==> src/rtl/gpio_lvl_pkg.sv <==
package gpio_lvl_pkg;

    localparam int unsigned DATA_W = 32;
    localparam int unsigned ADDR_W = 8;
    localparam int unsigned WORD_W = ADDR_W - 2;
    localparam int unsigned NUM_REGS = 6;

    // Peripheral pin assignment (behavioural: the pad mux decodes these).
    localparam int unsigned ALT_TXD_PIN = 0;
    localparam int unsigned ALT_RXD_PIN = 1;
    localparam int unsigned ALT_RTS_PIN = 2;
    localparam int unsigned ALT_CTS_PIN = 3;
    localparam int unsigned ALT_ADR_LO  = 4;
    localparam int unsigned ALT_ADR_N   = 4;

    typedef enum logic [2:0] {
        RI_FUNC  = 3'd0,
        RI_DIR   = 3'd1,
        RI_DATA  = 3'd2,
        RI_LEVEL = 3'd3,
        RI_STAT  = 3'd4,
        RI_NMIEN = 3'd5,
        RI_NONE  = 3'd7
    } reg_idx_e;

    typedef struct packed {
        logic              sel;
        logic              wr;
        reg_idx_e          idx;
        logic [DATA_W-1:0] wdata;
    } bus_req_t;

    function automatic reg_idx_e decode_idx(input logic [ADDR_W-1:0] addr);
        logic [WORD_W-1:0] word;
        word = addr[ADDR_W-1:2];
        if (word < WORD_W'(NUM_REGS))
            return reg_idx_e'(word[2:0]);
        return RI_NONE;
    endfunction

    function automatic logic is_write(input bus_req_t r, input reg_idx_e which);
        return r.sel && r.wr && (r.idx == which);
    endfunction

endpackage

==> src/rtl/gpio_lvl_sync.sv <==
module gpio_lvl_sync #(
    parameter int unsigned WIDTH  = 14,
    parameter int unsigned STAGES = 2
) (
    input  logic             clk,
    input  logic             rst,
    input  logic [WIDTH-1:0] d_in,
    output logic [WIDTH-1:0] d_sync
);
    logic [WIDTH-1:0] stage_q [STAGES];

    always_ff @(posedge clk) begin
        if (rst) begin
            for (int s = 0; s < int'(STAGES); s++)
                stage_q[s] <= '0;
        end else begin
            stage_q[0] <= d_in;
            for (int s = 1; s < int'(STAGES); s++)
                stage_q[s] <= stage_q[s-1];
        end
    end

    assign d_sync = stage_q[STAGES-1];
endmodule

==> src/rtl/gpio_lvl_regs.sv <==
module gpio_lvl_regs
    import gpio_lvl_pkg::*;
#(
    parameter int unsigned NP = 14
) (
    input  logic              clk,
    input  logic              rst,
    input  bus_req_t          req,
    input  logic [NP-1:0]     pin_s,
    input  logic [NP-1:0]     status,
    output logic [NP-1:0]     func_o,
    output logic [NP-1:0]     dir_o,
    output logic [NP-1:0]     dout_o,
    output logic [NP-1:0]     level_o,
    output logic [NP-1:0]     nmien_o,
    output logic              clr_en,
    output logic [NP-1:0]     clr_mask,
    output logic [DATA_W-1:0] rdata
);
    localparam int unsigned PAD_W = DATA_W - NP;

    logic [NP-1:0]     func_q, dir_q, dout_q, level_q, nmien_q;
    logic [DATA_W-1:0] rd_q;
    logic [NP-1:0]     wbits;
    logic [NP-1:0]     rd_sel;

    assign wbits = req.wdata[NP-1:0];

    always_ff @(posedge clk) begin
        if (rst) begin
            func_q  <= '0;
            dir_q   <= '0;
            dout_q  <= '0;
            level_q <= '0;
            nmien_q <= '0;
        end else begin
            if (is_write(req, RI_FUNC))  func_q  <= wbits;
            if (is_write(req, RI_DIR))   dir_q   <= wbits;
            if (is_write(req, RI_DATA))  dout_q  <= wbits;
            if (is_write(req, RI_LEVEL)) level_q <= wbits;
            if (is_write(req, RI_NMIEN)) nmien_q <= wbits;
        end
    end

    // Read mux: data offset returns synchronised pins, not the output latch.
    always_comb begin
        unique case (req.idx)
            RI_FUNC:  rd_sel = func_q;
            RI_DIR:   rd_sel = dir_q;
            RI_DATA:  rd_sel = pin_s;
            RI_LEVEL: rd_sel = level_q;
            RI_STAT:  rd_sel = status;
            RI_NMIEN: rd_sel = nmien_q;
            default:  rd_sel = '0;
        endcase
    end

    always_ff @(posedge clk) begin
        if (rst)
            rd_q <= '0;
        else if (req.sel && !req.wr)
            rd_q <= {{PAD_W{1'b0}}, rd_sel};
        else
            rd_q <= '0;
    end

    assign clr_en   = is_write(req, RI_STAT);
    assign clr_mask = wbits;
    assign func_o   = func_q;
    assign dir_o    = dir_q;
    assign dout_o   = dout_q;
    assign level_o  = level_q;
    assign nmien_o  = nmien_q;
    assign rdata    = rd_q;
endmodule

==> src/rtl/gpio_lvl_stat.sv <==
module gpio_lvl_stat #(
    parameter int unsigned NP = 14
) (
    input  logic          clk,
    input  logic          rst,
    input  logic [NP-1:0] pin_s,
    input  logic [NP-1:0] level,
    input  logic          clr_en,
    input  logic [NP-1:0] clr_mask,
    input  logic [NP-1:0] nmien,
    output logic [NP-1:0] status,
    output logic          nmi
);
    logic [NP-1:0] stat_q;
    logic [NP-1:0] hit;
    logic [NP-1:0] keep;

    assign hit  = ~(pin_s ^ level);
    assign keep = clr_en ? (stat_q & ~clr_mask) : stat_q;

    // Set term is OR-ed after the clear, so a live match wins.
    always_ff @(posedge clk) begin
        if (rst)
            stat_q <= '0;
        else
            stat_q <= keep | hit;
    end

    assign status = stat_q;
    assign nmi    = |(stat_q & nmien);
endmodule

==> src/rtl/gpio_lvl_mux.sv <==
module gpio_lvl_mux
    import gpio_lvl_pkg::*;
#(
    parameter int unsigned NP = 14
) (
    input  logic                 clk,
    input  logic [NP-1:0]        func,
    input  logic [NP-1:0]        dir,
    input  logic [NP-1:0]        dout,
    input  logic [NP-1:0]        pin_s,
    input  logic                 per_txd,
    input  logic                 per_rts_n,
    input  logic [ALT_ADR_N-1:0] per_addr,
    output logic [NP-1:0]        pad_out,
    output logic [NP-1:0]        pad_oe,
    output logic                 per_rxd,
    output logic                 per_cts_n
);
    logic [NP-1:0] alt_out;
    logic [NP-1:0] alt_oe;
    logic          unused_clk;

    assign unused_clk = clk;

    for (genvar i = 0; i < int'(NP); i++) begin : g_pin
        if (i == int'(ALT_TXD_PIN)) begin : g_txd
            assign alt_out[i] = per_txd;
            assign alt_oe[i]  = 1'b1;
        end else if (i == int'(ALT_RTS_PIN)) begin : g_rts
            assign alt_out[i] = per_rts_n;
            assign alt_oe[i]  = 1'b1;
        end else if (i >= int'(ALT_ADR_LO) && i < int'(ALT_ADR_LO + ALT_ADR_N)) begin : g_adr
            assign alt_out[i] = per_addr[i - int'(ALT_ADR_LO)];
            assign alt_oe[i]  = 1'b1;
        end else begin : g_in
            // Receive-side peripheral pins and pins without a peripheral.
            assign alt_out[i] = 1'b0;
            assign alt_oe[i]  = 1'b0;
        end

        always_comb begin
            if (func[i]) begin
                pad_out[i] = alt_out[i];
                pad_oe[i]  = alt_oe[i];
            end else begin
                pad_out[i] = dout[i];
                pad_oe[i]  = dir[i];
            end
        end
    end

    assign per_rxd   = func[ALT_RXD_PIN] ? pin_s[ALT_RXD_PIN] : 1'b1;
    assign per_cts_n = func[ALT_CTS_PIN] ? pin_s[ALT_CTS_PIN] : 1'b1;
endmodule

==> src/rtl/gpio_lvl_ctrl.sv <==
module gpio_lvl_ctrl
    import gpio_lvl_pkg::*;
#(
    parameter int unsigned NUM_PINS    = 14,
    parameter int unsigned SYNC_STAGES = 2
) (
    input  logic                 clk,
    input  logic                 rst,
    input  logic                 bus_sel,
    input  logic                 bus_wr,
    input  logic [ADDR_W-1:0]    bus_addr,
    input  logic [DATA_W-1:0]    bus_wdata,
    output logic [DATA_W-1:0]    bus_rdata,
    input  logic [NUM_PINS-1:0]  pad_in,
    output logic [NUM_PINS-1:0]  pad_out,
    output logic [NUM_PINS-1:0]  pad_oe,
    output logic                 nmi_irq,
    input  logic                 per_uart_txd,
    input  logic                 per_uart_rts_n,
    output logic                 per_uart_rxd,
    output logic                 per_uart_cts_n,
    input  logic [ALT_ADR_N-1:0] per_addr_hi
);
    bus_req_t            req;
    logic [NUM_PINS-1:0] pin_s;
    logic [NUM_PINS-1:0] func_q, dir_q, dout_q, level_q, nmien_q;
    logic [NUM_PINS-1:0] stat_q;
    logic [NUM_PINS-1:0] clr_mask;
    logic                clr_en;

    always_comb begin
        req.sel   = bus_sel;
        req.wr    = bus_wr;
        req.idx   = decode_idx(bus_addr);
        req.wdata = bus_wdata;
    end

    gpio_lvl_sync #(.WIDTH(NUM_PINS), .STAGES(SYNC_STAGES)) u_sync (
        .clk    (clk),
        .rst    (rst),
        .d_in   (pad_in),
        .d_sync (pin_s)
    );

    gpio_lvl_regs #(.NP(NUM_PINS)) u_regs (
        .clk      (clk),
        .rst      (rst),
        .req      (req),
        .pin_s    (pin_s),
        .status   (stat_q),
        .func_o   (func_q),
        .dir_o    (dir_q),
        .dout_o   (dout_q),
        .level_o  (level_q),
        .nmien_o  (nmien_q),
        .clr_en   (clr_en),
        .clr_mask (clr_mask),
        .rdata    (bus_rdata)
    );

    gpio_lvl_stat #(.NP(NUM_PINS)) u_stat (
        .clk      (clk),
        .rst      (rst),
        .pin_s    (pin_s),
        .level    (level_q),
        .clr_en   (clr_en),
        .clr_mask (clr_mask),
        .nmien    (nmien_q),
        .status   (stat_q),
        .nmi      (nmi_irq)
    );

    gpio_lvl_mux #(.NP(NUM_PINS)) u_mux (
        .clk       (clk),
        .func      (func_q),
        .dir       (dir_q),
        .dout      (dout_q),
        .pin_s     (pin_s),
        .per_txd   (per_uart_txd),
        .per_rts_n (per_uart_rts_n),
        .per_addr  (per_addr_hi),
        .pad_out   (pad_out),
        .pad_oe    (pad_oe),
        .per_rxd   (per_uart_rxd),
        .per_cts_n (per_uart_cts_n)
    );
endmodule

==> config.mk <==
export PLATFORM = sky130hd
export DESIGN_NAME = gpio_lvl_ctrl
export DESIGN_NICKNAME = d
export VERILOG_FILES = /design/src/rtl/gpio_lvl_pkg.sv /design/src/rtl/gpio_lvl_sync.sv /design/src/rtl/gpio_lvl_regs.sv /design/src/rtl/gpio_lvl_stat.sv /design/src/rtl/gpio_lvl_mux.sv /design/src/rtl/gpio_lvl_ctrl.sv
export SDC_FILE = /design/constraint.sdc
export NUM_CORES = 1
export LEC_CHECK = 0
export CORE_ASPECT_RATIO = 1.2
export CORE_MARGIN = 4
export CORE_UTILIZATION = 53
export CTS_CLUSTER_DIAMETER = 40
export CTS_CLUSTER_SIZE = 12
export DETAILED_ROUTE_END_ITERATION = 6
export PLACE_DENSITY = 0.83
export SLEW_MARGIN = 20
export SYNTH_ARGS = -nofsm -noshare
export SYNTH_HDL_FRONTEND = slang
export SYNTH_HIERARCHICAL = 1
export SYNTH_SLANG_ARGS = --single-unit
export TNS_END_PERCENT = 5
==> constraint.sdc <==
create_clock -name clk -period 4.3 [get_ports clk]
set_clock_uncertainty 0.1 [all_clocks]
set_input_delay 0.86 -clock clk [delete_from_list [all_inputs] [get_ports clk]]
set_output_delay 0.86 -clock clk [all_outputs]
set_load 0.05 [all_outputs]
Word-level counts from Yosys, hierarchy flattened --
Memory sizes are Yosys's and may differ from the RTL's. Cells that the tools add are included.
Cells by class: $lt $le $gt $ge 1, equality and inequality tests 5, mux-type cells 40, bitwise logic cells 9, reductions and logical operators 12
Operators with widths (number):
- 14-bit case mux with 6 select lines | 1
- 14-bit two-way mux | 3
- 1-bit two-way mux | 34
- 14-bit bitwise AND | 2
- 14-bit NOT | 2
- 14-bit bitwise OR | 1
- 14-bit OR reduction | 1
- 14-bit XOR | 1
- 1-bit logical AND | 8
- 3-bit by 2-bit equality test with 1-bit output (second input constant) | 2
- 3-bit equality test (second input constant) | 2
- 6-bit by 3-bit < comparator with 1-bit output (second input constant) | 1
- 3-bit two-way mux | 2
- 3-bit by 1-bit equality test with 1-bit output (second input constant) | 1
- 3-bit zero test | 1
- 1-bit bitwise OR | 2
- 2-bit OR reduction | 1
- 1-bit zero test | 1
- 1-bit NOT | 1
Word-level totals: bits in registers 116, memory bits (writable) 28, bits of input ports 64, output and inout bits 63, logic and storage cells 76, memories kept 1
Memory list:
- u_sync.stage_q | words 2, width 14, read ports 2, clocked after memory_dff 0, write ports 2, RTL line gpio_lvl_sync.sv:10 | logic [WIDTH-1:0] stage_q [STAGES];

Depth between registers and ports, before layout --
Gate-level depths: netlist (run 1).
word-level depth 7, mapped depth 10, gate-level depth less buffers 7

Modules after synthesis --
Netlist (run 1), hierarchy kept.
Modules (own cells, without submodules):
- gpio_lvl_regs | instances 1, cells an instance 448, area an instance 3927.5 um2, sequential area each 1681.6 um2
- gpio_lvl_sync | instances 1, cells an instance 72, area an instance 883.3 um2, sequential area each 560.5 um2
- gpio_lvl_stat | instances 1, cells an instance 81, area an instance 668.1 um2, sequential area each 280.3 um2
- gpio_lvl_mux | instances 1, cells an instance 30, area an instance 240.2 um2, sequential area each 0.0 um2
- gpio_lvl_ctrl | instances 1, cells an instance 5, area an instance 31.3 um2, sequential area each 0.0 um2

Least setup slack after synthesis (run 1) --
Ideal clock, no wire load.
path kind in2reg, from input bus_addr[7], to register u_stat.stat_q[0], in the netlist u_stat/status[0], setup time 0.117 ns, arrival 2.323 ns, required time 4.083 ns, path slack 1.760 ns, cell stages on the path 10, path buffers 3, cell sequence nor3_2 -> nand2_1 -> nand3b_1 -> buf_2 -> clkbuf_1 -> nor2_1 -> buf_6 -> nand2_1 -> a21oi_1 -> nor2_1
RTL lines:
- start: declaration | RTL line gpio_lvl_ctrl.sv:11 | input logic [ADDR_W-1:0] bus_addr,
- end signal: assignment | RTL line gpio_lvl_stat.sv:26 | stat_q <= keep | hit;
- end: declaration | RTL line gpio_lvl_stat.sv:14 | logic [NP-1:0] stat_q;

Final worst setup path (run 1) --
from input per_addr_hi[3], to output pad_out[7]
On the way: cells in the longest elaborated chain, start to end 1
Ends and longest elaborated chain:
- start: declaration | RTL line gpio_lvl_ctrl.sv:22 | input logic [ALT_ADR_N-1:0] per_addr_hi
- 1-bit two-way mux | RTL line gpio_lvl_mux.sv:42 | if (func[i]) begin
- end: declaration | RTL line gpio_lvl_ctrl.sv:15 | output logic [NUM_PINS-1:0] pad_out,
Every way passes these cells.

==> results.md, run 1 <==
* Status: finished, final reports clean
* Seq cells post-synth at 126
* Hold Path Class: reg2reg
* Largest net degree at the start of global routing at 59
* Placed Area at 6350 sq um
* Fin cells at 821
* Design area at 7014 sq um
* Share of cells above drive strength 1 at 12.43%
* Rel. slew slack at 46.65%
* R2r endpoint: u_regs/rdata[3]
* Drt pass-1 iters at 5
* Overall routing resource usage at 25.58%
* Syn Area/Cell at 9.042 sq um
* Reg2Reg Launch Point: u_regs/func_o[3]
* Top-count cell post-synth: dfxtp_1
* Achievable frequency at 0.3111 GHz
* Synth top area share at 43.86%
* PD cells at 426.3 nW/um^2
* Mapped cell area at 5751 sq um
* DP HPWL at 9678 um
* Htree depth at 4
* Final core utilization at 66.37%
* CORE AREA at 10570 sq um
* Yosys Warn Count at 6
* Top-Level Pins at 127
* First-pass GRT wire length at 24900 um
* Path depth of the worst reg2reg path at 3
* Clock buffer depth at 2
* WP data required at 3340 ps
* Die Wd at 103.1 um
* Hold path depth at 1
* CP startpoint kind: primary input
* CTS resizes at 0
* IO Port Bufs at 88
* Dominant cells by area after synthesis: dfxtp_1 (44%), a21oi_1 (7.8%), buf_4 (6.5%), nand3_1 (6.2%), o21ai_1 (5.7%)
* # nets final at 743
* Setup_tns at 0 ps
* Cells after DPL at 789
* Reg clk slew, reported paths at 50 ps
* Vias/cell at 6.151
* Initial antenna violation count at 0
* Final wirelength at 15860 um
* CP Class: in2out
* Yosys top cell by area: dfxtp_1
* Max Cap Violations at 0
* Number of remaining DRC errors at 0
* Routed len/inst at 19.32 um
* CTS Hold Bufs at 0
* Count of final setup violators at 0
* Layout area overhead at 21.98%
* Post-synthesis cell count at 636
* Leakage at 2.485 nW
* Post-synth cell types at 38
* Antenna Cells at 0
* Initial Utilization at 54.42%
* Ratio of final minimum period to clock period at 74.76%
* Commonest cells in the netlist: dfxtp_1 (126), a21oi_1 (90), nand3_1 (71), o21ai_1 (65), buf_4 (50)
* Arr. time, crit path at 2250 ps
* Rows at 41
* Peak VDD IR at 0.0002822 V
* CP Capture Type: output pin
* Vias in the first global route at 4981
* CTS tree: built
* Critical Path Fanout Max at 1
* Vias at 5050
* Overflow after GRT at 0
* RSZ-0062 raised after global routing: no
* Fin. max-slew vios at 0
* Slew @ Worst Pin at 798.3 ps
* Die height at 122.1 um
* CTS buffer count at 17
* Post-CTS setup buffer count at 0
* Root Driver: clkbuf_16
* Synth async-reset ratio at 0%
* Minimum clock period at 3215 ps
* Reg2Reg Setup Slack at 2930 ps
* Sink Count at 126
* Seq/Total Area, Yosys at 43.86%
* Hold Crit Endpoint: u_sync/stage_q[0][19]
* First DRT Iteration DRCs at 521
* Total power at 0.002990 W
* Hold Startpoint: u_sync/stage_q[0][5]
* Routability cong. at 0.8620
* Final hold viol count at 0
* Routed Antenna Nets at 0
* EDFF count, synth at 0
* Clock Latency Late Sink at 420 ps
* Die area at 12590 sq um
* Main synth FF type: dfxtp_1
worst max-delay path by stage:
stage	from	to	slack [ps]	cells past startpoint
5_1_grt	per_uart_txd	pad_out[0]	1060	3
3_5_place_dp	bus_addr[7]	u_stat/status[10]	1070	10
3_3_place_gp	per_addr_hi[3]	pad_out[7]	1090	3
6_report	per_addr_hi[3]	pad_out[7]	1090	3
4_1_cts	per_addr_hi[3]	pad_out[7]	1080	3
2_1_floorplan	bus_addr[7]	u_stat/status[0]	1760	10
report_power, final:
| group | switching [W] | leakage (nW) | internal [W] |
|---|---|---|---|
| clock | 0.000531 | 0.313 | 0.00106 |
| combinational | 0.000120 | 1.15 | 0.0000675 |
| sequential | 0.0000162 | 1.03 | 0.00119 |
layout by cell type, fill, tap and decap left out, drive strengths merged:
cell type | synthesis | final
nor2b | 38 | 38
a221oi | 5 | 5
clkbuf | 15 | 20
and2b | 8 | 8
nand2 | 25 | 25
o21ai | 70 | 70
nand2b | 6 | 6
a22o | 1 | 1
dfxtp | 126 | 126
and3b | 1 | 1
nand4 | 1 | 1
nand3 | 71 | 71
inv | 2 | 4
xnor2 | 14 | 14
or3b | 1 | 1
mux2i | 3 | 3
nand3b | 1 | 1
a22oi | 9 | 9
buf | 80 | 15
or2 | 8 | 8
o2bb2ai | 3 | 3
clkinv | 0 | 2
clkdlybuf4s50 | 0 | 87
conb | 1 | 18
and3 | 2 | 2
clkinvlp | 0 | 3
mux4 | 12 | 12
bufinv | 0 | 5
a21oi | 90 | 90
mux2 | 19 | 19
nor3 | 3 | 3
nor2 | 21 | 21
critical path: stages:
cell and delay (ps):
clkdlybuf4s50_1 470, mux2_4 140, clkdlybuf4s50_1 790
sequential cells by signal, indices dropped and copies added, names as in the netlist:
signal / cells
u_regs/dout_o: 14
u_sync/stage_q: 28
u_regs/dir_o: 14
u_regs/nmien_o: 14
u_stat/status: 14
u_regs/rdata: 14
u_regs/func_o: 14
u_regs/level_o: 14
layout make-up:
cell class	instances	area, sq um
Clock buffer	20	456.7
Clock inverter	12	207.7
Fill cell	788	3553
Inverter	2	7.507
Multi-Input combinational cell	430	2675
Sequential cell	126	2522
Tap cell	129	161.4
Timing Repair Buffer	102	983.4
per-layer routing:
layer	track usage, %	vias up	part of all wire, %
met5	0	-	0
met4	14.09	0	3.8
met3	6.987	60	10
met2	40.21	386	48
met1	31.44	2356	38
li1	-	2248	-
through the flow:
stage / worst slack, ps / hold slack [ps]
floorplan: 1760 / 313.8
global placement: 1087 / 320.3
detailed placement: 1066 / 323.1
CTS: 1075 / 336.8
global route: 1056 / 350.9
finish: 1085 / 334.3
kinds of logic after synthesis:
| family | after synthesis | share of synthesized area (%) |
|---|---|---|
| XOR/XNOR | 14 | 2.132 |
| flip-flops | 126 | 43.86 |
| multiplexers | 34 | 9.334 |
| buffers and inverters | 97 | 10.73 |
| AND/OR/NAND/NOR | 186 | 17.30 |
| other | 1 | 0.06521 |
| AO/OA/AOI/OAI | 178 | 16.58 |
Note: power is estimated with default switching activity, not from simulation.
==> inputs of run 2 (changes only) <==
- CORE_UTILIZATION: 53 -> 46
- PLACE_DENSITY: 0.83 -> 0.77
- clock period: 4.3 -> 2.94 ns (I/O delays scaled with it)
==> results.md, run 2 (synthesis results as in run 1) <==
* Status: finished, final reports clean
* Number of remaining DRC errors at 0 (unchanged)
* Layout fillers at 1027 (+30%)
* CTS buffer count at 17 (unchanged)
* Max reg flops at 28 (unchanged)
* Routability cong. at 0.8710 (+1.0%)
* Arr. time, crit path at 2100 ps (-150 ps)
* Most frequent cells in the layout: dfxtp_1 (126), a21oi_1 (90), clkdlybuf4s50_1 (81), nand3_1 (71), o21ai_1 (65)
* Clock buffer depth at 2 (unchanged)
* Commonest non-fill, non-tap cell in the layout: dfxtp_1
* Max Cap Violations at 0 (unchanged)
* Achievable frequency at 0.3581 GHz
* Antenna Cells at 0 (unchanged)
* CP Class: reg2out
* Fin Hold WS at 332.4 ps (-1.945 ps)
* # nets final at 748 (+0.67%)
* Reg clk slew, reported paths at 50 ps (about the same)
* Vias at 4927 (-2.4%)
* Top-Level Pins at 127 (unchanged)
* Root Driver: clkbuf_16
* Rows at 44 (+7.3%)
* Hold Path Class: reg2reg
* Sink Count at 126 (unchanged)
* Largest reg by FF count: u_sync/stage_q
* First-pass GRT wire length at 23990 um (-3.7%)
* Critical Path Fanout Max at 3 (+2)
* Die area at 14360 sq um (+14%)
* Count of final setup violators at 0 (unchanged)
* Largest net degree at the start of global routing at 113 (+92%)
* Initial antenna violation count at 0 (unchanged)
* IO Port Bufs at 88 (unchanged)
* Clock Latency Late Sink at 410 ps (about the same)
* CP startpoint kind: flop
* Vias in the first global route at 4726 (-5.1%)
* Minimum clock period at 2792 ps
* RSZ-0062 raised after global routing: no
* Share of cells above drive strength 1 at 13.40% (+0.97 points)
* Setup_tns at 0 ps (unchanged)
* Leakage at 2.491 nW (+0.24%)
* CTS Hold Bufs at 0 (unchanged)
* CTS resizes at 0 (unchanged)
* Ratio of final minimum period to clock period at 94.97%
* Die height at 130.5 um (+6.9%)
* Drt pass-1 iters at 5 (unchanged)
* Routed Antenna Nets at 0 (unchanged)
* Overall routing resource usage at 21.69% (-3.9 points)
* PD cells at 572.8 nW/um^2 (+34%)
* CP Capture Type: output pin
* Final wirelength at 15480 um (-2.4%)
* Die Wd at 110.1 um (+6.8%)
* Layout area overhead at 21.87% (about the same)
* Final hold viol count at 0 (unchanged)
* Peak VDD IR at 0.0002619 V (-7.2%)
* Fin. max-slew vios at 0 (unchanged)
* Vias/cell at 5.763 (-6.3%)
* DP HPWL at 10000 um (+3.3%)
* CORE AREA at 12170 sq um (+15%)
* Rel. slew slack at 64.56% (+18 points)
* WP data required at 2250 ps (-1090 ps)
* Post-CTS setup buffer count at 0 (unchanged)
* Routed len/inst at 18.10 um (-6.3%)
* First DRT Iteration DRCs at 436 (-16%)
* Htree depth at 4 (unchanged)
* CTS tree: built
* Initial Utilization at 47.26% (-7.2 points)
* Slew @ Worst Pin at 531.6 ps (-266.7 ps)
* Overflow after GRT at 0 (unchanged)
-- run 2: cell count changes in the layout (fill, tap and decap cells not counted), sizes merged --
cell,previous run,this run
clkdlybuf4s50,87,81
buf,15,26
clkinv,2,3
inv,4,2
clkbuf,20,23
clkinvlp,3,2
bufinv,5,1
-- run 2: metal layers --
| layer | GRT usage [%] | share of wire (%) | vias to the layer above |
|---|---|---|---|
| li1 | - | - | 2257 |
| met1 | 27.56 | 40 | 2327 |
| met2 | 35.07 | 49 | 294 |
| met3 | 5.405 | 8.6 | 49 |
| met4 | 9.098 | 2.7 | 0 |
| met5 | 0 | 0 | - |
-- run 2: metrics by stage --
step | worst slack, ps | total power [W] | std cells | instance area [sq um] | utilization, %
finish | 147.8 | 0.004014 | 855 | 7008 | 57.60
global route | 111.7 | 0.004129 | 855 | 7008 | 57.60
CTS | 137.4 | 0.004024 | 855 | 7008 | 57.60
detailed placement | 380.5 | 0.002074 | 826 | 6450 | 53.01
global placement | 427.6 | 0.002067 | 826 | 6450 | 53.01
floorplan | 672.0 | 0.002000 | 653 | 5814 | -
-- run 2: worst paths after layout --
path,start,to,slack [ps],cells after the start
worst max-delay path,u_regs/nmien_o[3],nmi_irq,150,4
worst min-delay path,u_sync/stage_q[0][5],u_sync/stage_q[0][19],330,1
worst max register to register,u_regs/func_o[9],u_regs/rdata[9],1630,3
worst min register to register,u_sync/stage_q[0][5],u_sync/stage_q[0][19],330,1
-- run 2: power breakdown --
group	switching (W)	internal [W]
Combinational	0.000175	0.000104
Sequential	0.0000224	0.00174
Clock	0.000715	0.00125
-- run 2: critical path, stage by stage (launching register included) --
cell and delay, ps:
dfxtp_1 320, a22o_1 260, a221oi_2 220, nand4_1 160, clkdlybuf4s50_1 730
-- run 2: area by class of cell --
cell class | count | area [sq um] | share of cell area, %
well taps | 161 | 201.4 | 2.874
clock inverters | 6 | 60.06 | 0.8570
inverters | 2 | 7.507 | 0.1071
flip-flops and latches | 126 | 2522 | 35.99
clock buffers | 23 | 498.0 | 7.106
repair buffers | 107 | 1044 | 14.89
multi-input cells | 430 | 2675 | 38.17
